--- src/rtl/pcg_pkg.sv ---
// Shared widths and the captured configuration record of the pixel clock generator.
package pcg_pkg;
    localparam int DIV_W  = 8;   // integer divisor field
    localparam int FRAC_W = 6;   // fraction numerator and denominator
    localparam int PSC_W  = 6;   // prescale count field

    typedef struct packed {
        logic [DIV_W-1:0]  n_int;
        logic [FRAC_W-1:0] den;
        logic [FRAC_W-1:0] num;
        logic [PSC_W-1:0]  cnt;
        logic              byp;
    } pcg_cfg_t;
endpackage

--- src/rtl/pcg_frac_div.sv ---
// Fractional divider: produces intermediate periods of N or N+1 source cycles,
// averaging N + num/den, with an accumulator that carries the fraction.
// Assumes N >= 2 (0 encodes 2**DW) and settings held stable by the caller.
module pcg_frac_div #(
    parameter int DW = 8,
    parameter int FW = 6
) (
    input  logic          clk,
    input  logic          rst_n,
    input  logic          run_en,
    input  logic [DW-1:0] n_int,
    input  logic [FW-1:0] den,
    input  logic [FW-1:0] num,
    output logic          tick,
    output logic          lvl,
    output logic          fall_nxt
);
    localparam int CW = DW + 1;

    logic [CW-1:0] cyc_q;
    logic          ext_q;
    logic [FW-1:0] acc_q;
    logic [CW-1:0] base, len, half;
    logic [FW:0]   sum, sum_less;
    logic          frac_on, wrap;

    // Period length, half point and fraction carry for the current period.
    always_comb begin
        base     = (n_int == '0) ? CW'(1 << DW) : CW'(n_int);
        len      = base + CW'(ext_q);
        half     = len >> 1;
        frac_on  = (den != '0) && (num < den);
        sum      = {1'b0, acc_q} + {1'b0, num};
        sum_less = sum - {1'b0, den};
        wrap     = frac_on && (sum >= {1'b0, den});
        tick     = (cyc_q == len - CW'(1));
        lvl      = (cyc_q < half);
        fall_nxt = (cyc_q == half - CW'(1));
    end

    // Cycle counter and fraction accumulator, cleared whenever idle.
    always_ff @(posedge clk) begin
        if (!rst_n || !run_en) begin
            cyc_q <= '0;
            ext_q <= 1'b0;
            acc_q <= '0;
        end else if (tick) begin
            cyc_q <= '0;
            ext_q <= wrap;
            acc_q <= !frac_on ? '0 : (wrap ? sum_less[FW-1:0] : sum[FW-1:0]);
        end else begin
            cyc_q <= cyc_q + CW'(1);
        end
    end
endmodule

--- src/rtl/pcg_prescale.sv ---
// Integer prescaler: groups cnt+1 intermediate periods into one pixel period,
// or passes the intermediate waveform through when bypassed or cnt is zero.
// Assumes settings held stable for a whole pixel period by the caller.
module pcg_prescale #(
    parameter int PW = 6
) (
    input  logic          clk,
    input  logic          rst_n,
    input  logic          run_en,
    input  logic          div_tick,
    input  logic          div_lvl,
    input  logic          div_fall,
    input  logic [PW-1:0] cnt,
    input  logic          byp,
    output logic          lvl,
    output logic          rise_nxt,
    output logic          fall_nxt
);
    localparam int PCW = PW + 1;

    logic [PW-1:0]  pc_q;
    logic [PCW-1:0] half;
    logic           pass, last;

    // Waveform level and edge markers for the current intermediate slot.
    always_comb begin
        pass     = byp || (cnt == '0);
        last     = (pc_q == cnt);
        half     = ({1'b0, cnt} + PCW'(1)) >> 1;
        lvl      = pass ? div_lvl : ({1'b0, pc_q} < half);
        rise_nxt = div_tick && (pass || last);
        fall_nxt = pass ? div_fall : (div_tick && ({1'b0, pc_q} == half - PCW'(1)));
    end

    // Intermediate period counter within the pixel period.
    always_ff @(posedge clk) begin
        if (!rst_n || !run_en)
            pc_q <= '0;
        else if (div_tick)
            pc_q <= (pass || last) ? '0 : pc_q + PW'(1);
    end
endmodule

--- src/rtl/pixclk_gen.sv ---
// Pixel clock generator top: captures settings per pixel period, chains the
// fractional divider and the prescaler, and gates the output to its idle level.
// Assumes the integer divisor field is never 1.
module pixclk_gen
    import pcg_pkg::*;
(
    input  logic              clk,
    input  logic              rst_n,
    input  logic              clk_en,
    input  logic              xfer_run,
    input  logic [DIV_W-1:0]  div_int,
    input  logic [FRAC_W-1:0] frac_den,
    input  logic [FRAC_W-1:0] frac_num,
    input  logic [PSC_W-1:0]  psc_cnt,
    input  logic              psc_bypass,
    input  logic              idle_lvl,
    input  logic              edge_neg,
    output logic              pclk,
    output logic              pix_tick
);
    pcg_cfg_t cfg_in, cfg_q, cfg_eff;
    logic     hold_q, active;
    logic     d_tick, d_lvl, d_fall;
    logic     p_lvl, p_rise, p_fall;

    // Live settings, and the captured copy during a pixel period.
    always_comb begin
        active  = clk_en && xfer_run;
        cfg_in  = '{n_int: div_int, den: frac_den, num: frac_num,
                    cnt: psc_cnt, byp: psc_bypass};
        cfg_eff = hold_q ? cfg_q : cfg_in;
    end

    // Hold the settings until the current pixel period closes.
    always_ff @(posedge clk) begin
        if (!rst_n) begin
            hold_q <= 1'b0;
            cfg_q  <= '0;
        end else begin
            hold_q <= active && !p_rise;
            cfg_q  <= cfg_eff;
        end
    end

    pcg_frac_div #(.DW(DIV_W), .FW(FRAC_W)) frac_i (
        .clk(clk), .rst_n(rst_n), .run_en(active),
        .n_int(cfg_eff.n_int), .den(cfg_eff.den), .num(cfg_eff.num),
        .tick(d_tick), .lvl(d_lvl), .fall_nxt(d_fall)
    );

    pcg_prescale #(.PW(PSC_W)) psc_i (
        .clk(clk), .rst_n(rst_n), .run_en(active),
        .div_tick(d_tick), .div_lvl(d_lvl), .div_fall(d_fall),
        .cnt(cfg_eff.cnt), .byp(cfg_eff.byp),
        .lvl(p_lvl), .rise_nxt(p_rise), .fall_nxt(p_fall)
    );

    // Output gating and active-edge selection.
    always_comb begin
        pclk     = active ? p_lvl : idle_lvl;
        pix_tick = active && (edge_neg ? p_fall : p_rise);
    end
endmodule

--- config.mk ---
export PLATFORM = sky130hd
export DESIGN_NAME = pixclk_gen
export DESIGN_NICKNAME = d
export VERILOG_FILES = /design/src/rtl/pcg_pkg.sv /design/src/rtl/pcg_frac_div.sv /design/src/rtl/pcg_prescale.sv /design/src/rtl/pixclk_gen.sv
export SDC_FILE = /design/constraint.sdc
export NUM_CORES = 1
export LEC_CHECK = 0
export BUFFER_PORTS_ARGS = -buffer_cell sky130_fd_sc_hd__buf_2
export CAP_MARGIN = 20
export CORE_ASPECT_RATIO = 0.9
export CORE_MARGIN = 2
export CORE_UTILIZATION = 42
export DETAILED_ROUTE_END_ITERATION = 12
export HOLD_SLACK_MARGIN = 0.1
export SLEW_MARGIN = 30
export SYNTH_ARGS = -nofsm -noshare
export SYNTH_HDL_FRONTEND = slang
export SYNTH_SLANG_ARGS = --single-unit
--- constraint.sdc ---
create_clock -name clk -period 9.1 [get_ports clk]
set_input_delay 0.455 -clock clk [delete_from_list [all_inputs] [get_ports clk]]
set_output_delay 0.455 -clock clk [all_outputs]
set_load 0.01 [all_outputs]
# [After elaboration in Yosys (flattened, before gate mapping)]
# Index checks and enable logic that the tools add are counted.
[op_classes] n_eq_ne=4 order_cmp=4 n_addsub=9 n_reduce_logical=17 muxes=9
[ops] cell="$mux W27" count=1
[ops] cell="$eq A9 B9 Y1" count=2
[ops] cell="$mux W6" count=3
[ops] cell="$lt A6 B6 Y1" count=2
[ops] cell="$add A9 B1 Y9" count=1
[ops] cell="$add A9 B1 Y9 const B" count=1
[ops] cell="$lt A9 B8 Y1" count=1
[ops] cell="$mux W9" count=1
[ops] cell="$sub A8 B1 Y9 const B" count=1
[ops] cell="$sub A9 B1 Y9 const B" count=1
[ops] cell="$logic_not A8 Y1" count=1
[ops] cell="$add A6 B1 Y7 const B" count=1
[ops] cell="$add A6 B6 Y7" count=1
[ops] cell="$eq A6 B7 Y1" count=1
[ops] cell="$ge A7 B6 Y1" count=1
[ops] cell="$logic_and A1 B1 Y1" count=7
[ops] cell="$sub A6 B1 Y7 const B" count=1
[ops] cell="$add A6 B1 Y6 const B" count=1
[ops] cell="$eq A6 B6 Y1" count=1
[ops] cell="$logic_not A6 Y1" count=1
[ops] cell="$reduce_bool A6 Y1" count=1
[ops] cell="$sub A6 B6 Y6" count=1
[ops] cell="$mux W1" count=4
[ops] cell="$logic_not A1 Y1" count=3
[ops] cell="other kinds (2)" count=4
[word_totals] elab_cells=53 input_bits=33 output_inout_bits=2 register_bits=50

# [Depth between registers and ports, before layout]
# Gate-level depths: netlist of run 1.
[logic_depth] word_depth=10 depth_mapped=20 depth_no_buf=14

# [By module]
# A second synthesis of run 1 with hierarchy kept.
[hier_totals] cells_unflattened=475 hier_area_um2=4354.2
[modules_own_cells] module="pcg_frac_div" instances=1 area_each_um2=2316.0 cells_each=286
[modules_own_cells] module="pixclk_gen" instances=1 area_each_um2=1214.9 cells_each=93
[modules_own_cells] module="pcg_prescale" instances=1 area_each_um2=823.3 cells_each=96

# [Worst setup path after synthesis of run 1]
# OpenSTA, ideal clock, no wires.
[synth_timing] kind="reg-to-reg" from="reg hold_q" to="reg frac_i.acc_q[5]" setup_ns=0.075 stages_incl_launch_ff=21 path_slack_ns=4.645 arrival_time_ns=4.381 synth_period_minus_slack_ns=4.455 required_time_ns=9.025 cell_sequence="dfxtp_1 buf_6 buf_6 buf_8 buf_8 buf_2 mux2_2 ha_1 ha_1 xor2_1 inv_2 ha_1 nor2b_1 xnor2_1 xnor3_1 nand4_1 o21bai_2 o21bai_1 or4_1 buf_6 o22ai_2"
[synth_lines] item="start: declaration" line="pixclk_gen.sv:22" rtl="logic hold_q, active;"
[synth_lines] item="start signal: assignment" line="pixclk_gen.sv:40" rtl="hold_q <= active && !p_rise;"
[synth_lines] item="end signal: assignment" line="pcg_frac_div.sv:50" rtl="acc_q <= !frac_on ? '0 : (wrap ? sum_less[FW-1:0] : sum[FW-1:0]);"
[synth_lines] item="end: declaration" line="pcg_frac_div.sv:22" rtl="logic [FW-1:0] acc_q;"

==> metrics.txt, run 1 <==
Switch Pwr 175.7 uW; Worst R2R Path Depth 15; total die area 12,010 sq um; post-synthesis sequential area ratio 21.37%; Die W 115.3 microns; post-synth cell types 83; Main synth FF type dfxtp_1; Nets 608; cts-stage hold buffer count 0; FFs w/ async S/R, synth 0%; CTS tree done; Placed Instances 678; Critical Path AT 4.67 ns; Worst Path Required 8.65 ns; cells after synthesis 506; final setup fails 0; number of synthesized flops with an enable pin 0; Max clock buf depth 2; status complete, no violations; P_int 423.8 uW; GRT Resource Usage Total 18.99%; share of cells above drive strength 1 20.26%; FF-to-FF setup slack 4.20 ns; Seq pwr share 38.7%; via count 3,744; Slew @ Worst Pin 0.7912 ns; Hold Path Depth 3; router iterations before antenna repair 5; Syn-to-layout area delta 8.843%; Routed Antenna Nets 0; Hold Path End cfg_q[6]$_SDFF_PN0_; post-synth top area cell dfxtp_1; routed length on met2 4.948 mm; io pins 35; Non-Filler Instances 685; initial antenna violation count 0; largest net degree at the start of global routing 55; Max H-tree Level 2; Crit Path Max Fanout 54; Die H 104.2 microns; Initial Utilization 43.14%; Detailed Place HPWL 8.524 mm; Fin. Hold Viols 0; synth top area cells dfxtp_1 21%, ha_1 11%, xnor2_1 6.0%; CTS buffer count 5; metal3 WL 441 microns; logic gate share of total power 25.7%; initial drt markers 135; IO buf count 34; Achievable Freq 0.1952 GHz; Setup TNS 0 ns; Worst-path clk slew 0.07 ns; core footprint 10,860 sq um; Max Slew Vio Count 0; RR Endpoint frac_i.acc_q[5]$_SDFFE_PP0N_; slew margin rel. 47.25%; Tmin final 5.122 ns; vias per cell 5.466; Hold WC Path Type in -> reg; crit path max-delay cell type buf_4; RSZ-0062 raised after global routing false; DRC viols 0; fill count 1,063; Max VDD drop 0.06323 mV; post-cts resize count 0; first-pass GRT wire length 18.51 mm; Top Layer Used met4; total gr overflow 0; leak pwr 0.002038 uW; Syn. warnings 0; Diodes inserted 0; vias in the first global route 3,757; RePlAce Congestion 0.8585; Clock Skew 0.006176 ns; Tcrit/Tclk final 56.28%; Sink Count 50; WL per Instance 15.70 microns; M1 WL 5.200 mm; critical path launch point type register; root buf cell clkbuf_16; final WL 10.75 mm; synthesized area 4683 sq um; clock power share 35.7%; FF-to-FF Start hold_q$_SDFF_PN0_; min-delay src psc_cnt[5]; CP dominant cell by count ha_1; Setup CP Type reg -> out; Post-CTS Setup Inserts 0; CP Cell Sequence buf_4 > mux2_2 > ha_1 > ha_1 > xor2_1 > inv_2 > ha_1 > nor2b_1 > xnor2_1 > xnor3_1 > nand4_1 > o21bai_2 > o21bai_1 > nor3_1 > a32o_1 > buf_2; Switching Share 29.30%; post-synthesis register bit count 50; Crit path largest cell delay 0.58 ns; Tot Pwr 599.5 uW; Rows 36; syn_nets 581; Pwr Density 117.6 nW/um^2; Avg Cell Area, Syn 9.255 sq um; Worst setup EP type output pin; Max-Cap Viols 0; post-synth top area share 21.37%; clk_lat worst skew 0.29 ns
[layout by cell type (no fill, tap or decap), drive strengths merged, types with 13 or more instances in the layout]
| cell | count |
|---|---|
| xnor2 | 36 |
| xor2 | 15 |
| and2 | 17 |
| nand4 | 13 |
| buf | 35 |
| o21ai | 15 |
| nor2 | 29 |
| mux2 | 20 |
| dfxtp | 50 |
| a21oi | 18 |
| ha | 40 |
| inv | 33 |
| nand2 | 23 |
| nand3 | 17 |
| nor2b | 17 |
| nor3 | 15 |
| mux2i | 26 |
[area by class of cell]
cell class / count / area, sq um / share of cell area (%)
Timing Repair Buffer: 35 / 177.7 / 3.486
Multi-Input combinational cell: 408 / 3440 / 67.48
Clock inverter: 2 / 38.79 / 0.7609
Tap cell: 152 / 190.2 / 3.731
Inverter: 33 / 123.9 / 2.430
Sequential cell: 50 / 1002 / 19.66
Clock buffer: 5 / 125.1 / 2.455
[state kept, by name (all words and copies together), names as in the netlist]
signal / flops
frac_i.acc_q: 6
hold_q: 1
frac_i.cyc_q: 9
frac_i.ext_q: 1
psc_i.pc_q: 6
cfg_q: 27
[power groups by stage]
stage / logic, uW / clock network [uW] / registers [uW]
final: 154 / 214 / 232
after global routing: 173 / 231 / 233
after CTS: 155 / 222 / 232
after detailed placement: 154 / 0 / 237
after global placement: 150 / 0 / 237
after floorplan: 119 / 0 / 236
[metal layers]
| layer | track usage [%] | up-vias |
|---|---|---|
| met4 | 5.250 | 0 |
| met3 | 3.089 | 11 |
| met5 | 0 | - |
| met1 | 26.32 | 1777 |
| li1 | - | 1890 |
| met2 | 30.33 | 66 |
[worst max-delay path by stage]
stage                     slack (ns)                           end         startpoint  cells past startpoint
after floorplan                 4.64  frac_i.acc_q[5]$_SDFFE_PP0N_  hold_q$_SDFF_PN0_                     20
after global placement          4.43  frac_i.acc_q[1]$_SDFFE_PP0N_  hold_q$_SDFF_PN0_                     15
after detailed placement        4.23  frac_i.acc_q[0]$_SDFFE_PP0N_  hold_q$_SDFF_PN0_                     15
after CTS                       3.97                      pix_tick  hold_q$_SDFF_PN0_                     16
after global routing            3.62                      pix_tick  hold_q$_SDFF_PN0_                     16
final                           3.98                      pix_tick  hold_q$_SDFF_PN0_                     16
[cell families after synthesis]
family,Yosys count,share of synthesized area (%)
adder cells (fa/ha/maj),42,11.54
AO/OA/AOI/OAI,87,15.47
multiplexers,46,12.08
AND/OR/NAND/NOR,180,22.50
flip-flops,50,21.37
buffers and inverters,48,5.183
XOR/XNOR,53,11.86
[critical path: cells and delay by family (launching register included)]
kind | cells | cell delay [ns]
xor+xnor | 3 | 0.74
compound gates | 3 | 0.67
mux | 1 | 0.43
flops | 1 | 0.31
buf+inv | 3 | 0.81
fa+ha+maj | 3 | 0.84
simple gates | 3 | 0.51
[cells in the mapped netlist, drive strengths merged (3+ instances only)]
cell and number:
and4b 3, o22ai 9, or4 3, mux2i 26
buf 9, o21bai 5, nand3 17, nor2 29
ha 40, and3 8, inv 33, dfxtp 50
nor3 15, a211oi 3, xnor2 36, nand4 13
nand2 23, nor4 9, xor2 15, o21a 6
mux2 20, and2 17, o21ai 15, a21oi 18
or3 3, o31ai 4, clkbuf 6, nor2b 17
and4 4, nand2b 5, o211ai 8, nand3b 3
[per-stage QoR]
stage | utilization (%) | setup slack [ns] | area (sq um) | hold slack, ns
final | 46.96 | 3.978 | 5097 | 0.4930
after global routing | 46.96 | 3.623 | 5097 | 0.5088
after CTS | 46.96 | 3.969 | 5097 | 0.4794
after detailed placement | 45.45 | 4.227 | 4933 | 0.5005
after global placement | 45.45 | 4.429 | 4933 | 0.4944
after floorplan | - | 4.645 | 4683 | 0.4682
Power figures use the tool's default switching activity.
==> run 2, diff against run 1 <==
--- a/config.mk
+++ b/config.mk
@@ -5,6 +5,7 @@
 export SDC_FILE = /design/constraint.sdc
 export NUM_CORES = 1
 export LEC_CHECK = 0
+export ABC_AREA = 1
 export BUFFER_PORTS_ARGS = -buffer_cell sky130_fd_sc_hd__buf_2
 export CAP_MARGIN = 20
 export CORE_ASPECT_RATIO = 0.9
==> constraint.sdc (replaced) <==
create_clock -name clk -period 5.07 [get_ports clk]
set_input_delay 0.2535 -clock clk [delete_from_list [all_inputs] [get_ports clk]]
set_output_delay 0.2535 -clock clk [all_outputs]
set_load 0.01 [all_outputs]
==> run 2 against run 1 <==
Register-to-register slack worse by 3.1 ns; critical endpoint unchanged; global-route usage up 0.43 points; sequential cell count unchanged; largest cell class unchanged; highest routed layer unchanged; largest power group unchanged.
==> metrics.txt, run 2 <==
RSZ-0062 raised after global routing false; Critical Path AT 4.11 ns; Final Core Density 46.81%; post-synthesis sequential area ratio 21.86%; Hold Path Depth 3; syn_nets 757; Syn-to-layout area delta 9.620%; Diodes inserted 0; Worst Path Required 4.82 ns; Worst setup EP type output pin; Pwr Density 218.5 nW/um^2; router iterations before antenna repair 4; FF-to-FF setup slack 1.06 ns; Achievable Freq 0.2289 GHz; status complete, no violations; Rows 36; first-pass GRT wire length 18.51 mm; Placed Instances 840; final WL 10.68 mm; io pins 35; Setup CP Type reg -> out; Main synth FF type dfxtp_1; Max H-tree Level 2; total die area 11,750 sq um; GRT Resource Usage Total 19.42%; number of synthesized flops with an enable pin 0; post-synthesis register bit count 50; synthesized area 4578 sq um; critical path launch point type register; WL per Instance 12.59 microns; Slew @ Worst Pin 0.7290 ns; IO buf count 34; Detailed Place HPWL 8.689 mm; Max Slew Vio Count 0; Setup TNS 0 ns; leak pwr 0.002474 uW; cells after synthesis 682; Routed Antenna Nets 0; Fin. Hold Viols 0; Hold Path End cfg_q[9]$_SDFF_PN0_; share of cells above drive strength 1 17.76%; post-synth cell types 44; CTS tree done; post-cts resize count 0; Avg Cell Area, Syn 6.713 sq um; Nets 789; RePlAce Congestion 0.8707; DRC viols 0; Max clock buf depth 2; Sink Count 50; Initial Utilization 42.71%; Max VDD drop 0.1683 mV; Tmin final 4.368 ns; Die W 114.1 microns; initial drt markers 222; Syn. warnings 0; Non-Filler Instances 848; commonest non-fill, non-tap cell in the layout nand2_1; Regs by FF count cfg_q x27, frac_i.cyc_q x9; fill count 1,112; Cell Area, Placed 4850 sq um; worst hold slack 0.2259 ns; via count 4,185; clk_lat worst skew 0.30 ns; top post-synthesis cells by count 201 x nand2_1, 78 x nor2_1, 67 x inv_1, 50 x dfxtp_1, 47 x nand3_1; core footprint 10,720 sq um; root buf cell clkbuf_16; Post-CTS Setup Inserts 0; cts-stage hold buffer count 0; most common cell in the netlist nand2_1; Worst R2R Path Depth 17; design area 5019 sq um; max FFs per register 27; total gr overflow 0; Crit Path Max Fanout 27; Largest Register cfg_q; post-synth top area share 21.86%; Clock Skew 0.004557 ns; Max-Cap Viols 0; vias per cell 4.935; largest net degree at the start of global routing 29; initial antenna violation count 0; FFs w/ async S/R, synth 0%; Worst-path clk slew 0.07 ns; post-synth top area cell dfxtp_1; most frequent cells in the layout 201 x nand2_1, 78 x nor2_1, 67 x inv_1; FF-to-FF Start hold_q$_SDFF_PN0_; RR Endpoint frac_i.acc_q[2]$_SDFFE_PP0N_; Tcrit/Tclk final 86.16%; min-delay src frac_num[2]; final setup fails 0; CTS buffer count 5; Hold WC Path Type in -> reg; slew margin rel. 51.33%; synth top area cells dfxtp_1 22%, nand2_1 16%, ha_1 11%; Die H 103.0 microns; vias in the first global route 4,052
==> run 2: changes by cell type after synthesis, moves of 9 or more <==
| cell | delta |
|---|---|
| nand2_4 | +11 |
| xnor2_1 | -21 |
| mux2_2 | -13 |
| inv_1 | +35 |
| mux2i_1 | -14 |
| and2_1 | -16 |
| a21oi_1 | +11 |
| nor2b_1 | -17 |
| nor2_1 | +51 |
| nor4_1 | -9 |
| nand2_2 | +23 |
| nand2_1 | +179 |
| nand3_1 | +30 |
==> run 2: worst max-delay path, cell delays in order (launching register included) <==
cell,delay (ns)
dfxtp_1,0.79
inv_6,0.21
nand2_1,0.15
nand2_1,0.09
ha_1,0.28
ha_1,0.23
inv_1,0.11
nand2_1,0.08
nand2_2,0.13
ha_1,0.22
nand2_1,0.12
xor2_1,0.18
nand3b_1,0.13
nand2_1,0.06
nor2_1,0.14
nand3_1,0.11
nor2_2,0.15
nand4_4,0.19
nor2_1,0.16
nor2_1,0.06
nor2_1,0.10
buf_2,0.14
==> run 2: layer usage <==
layer  vias to the layer above  routed length, microns  part of all wire (%)  global-route usage [%]
li1                       2235                       -                     -                       -
met1                      1869                    5306                    50                   25.18
met2                        60                    4813                    45                   33.20
met3                        21                     323                   3.0                   3.116
met4                         0                     235                   2.2                   6.473
met5                         -                       0                     0                       0
==> run 2: metrics by stage <==
stage | worst slack, ns | power (uW)
2_1_floorplan | 1.502 | 649.5
3_3_place_gp | 1.197 | 706.3
3_5_place_dp | 1.036 | 712.3
4_1_cts | 0.7101 | 1107
5_1_grt | 0.2488 | 1162
6_report | 0.7017 | 1096
==> run 2: kinds of logic after synthesis <==
group                    count (synthesis)  share of synthesized area [%]
AND/OR/NAND/NOR                        415                          44.11
buffers and inverters                   89                          8.308
AO/OA/AOI/OAI                           50                          6.505
flip-flops                              50                          21.86
adder cells (fa/ha/maj)                 42                          11.81
XOR/XNOR                                30                          6.067
multiplexers                             6                          1.339
==> run 2: area by class of cell <==
| cell class | count | area (sq um) | area share (%) |
|---|---|---|---|
| Clock buffer | 5 | 125.1 | 2.493 |
| Clock inverter | 3 | 43.79 | 0.8726 |
| Inverter | 78 | 300.3 | 5.984 |
| Multi-Input combinational cell | 543 | 3197 | 63.70 |
| Sequential cell | 50 | 1001 | 19.95 |
| Tap cell | 133 | 166.4 | 3.316 |
| Timing Repair Buffer | 36 | 185.2 | 3.690 |
==> run 2: worst max-delay path by stage <==
stage                      startpoint                            to  slack, ns  cells after the start
CTS                 hold_q$_SDFF_PN0_                      pix_tick       0.71                     21
finish              hold_q$_SDFF_PN0_                      pix_tick       0.70                     21
floorplan           hold_q$_SDFF_PN0_  frac_i.acc_q[2]$_SDFFE_PP0N_       1.50                     21
detailed placement  hold_q$_SDFF_PN0_                      pix_tick       1.04                     21
global placement    hold_q$_SDFF_PN0_                      pix_tick       1.20                     21
global route        hold_q$_SDFF_PN0_                      pix_tick       0.25                     23
==> run 2: power by group <==
group,total (uW),internal [uW],switching (uW)
Combinational,290,108,182
Sequential,414,407,6.76
Clock,393,234,159
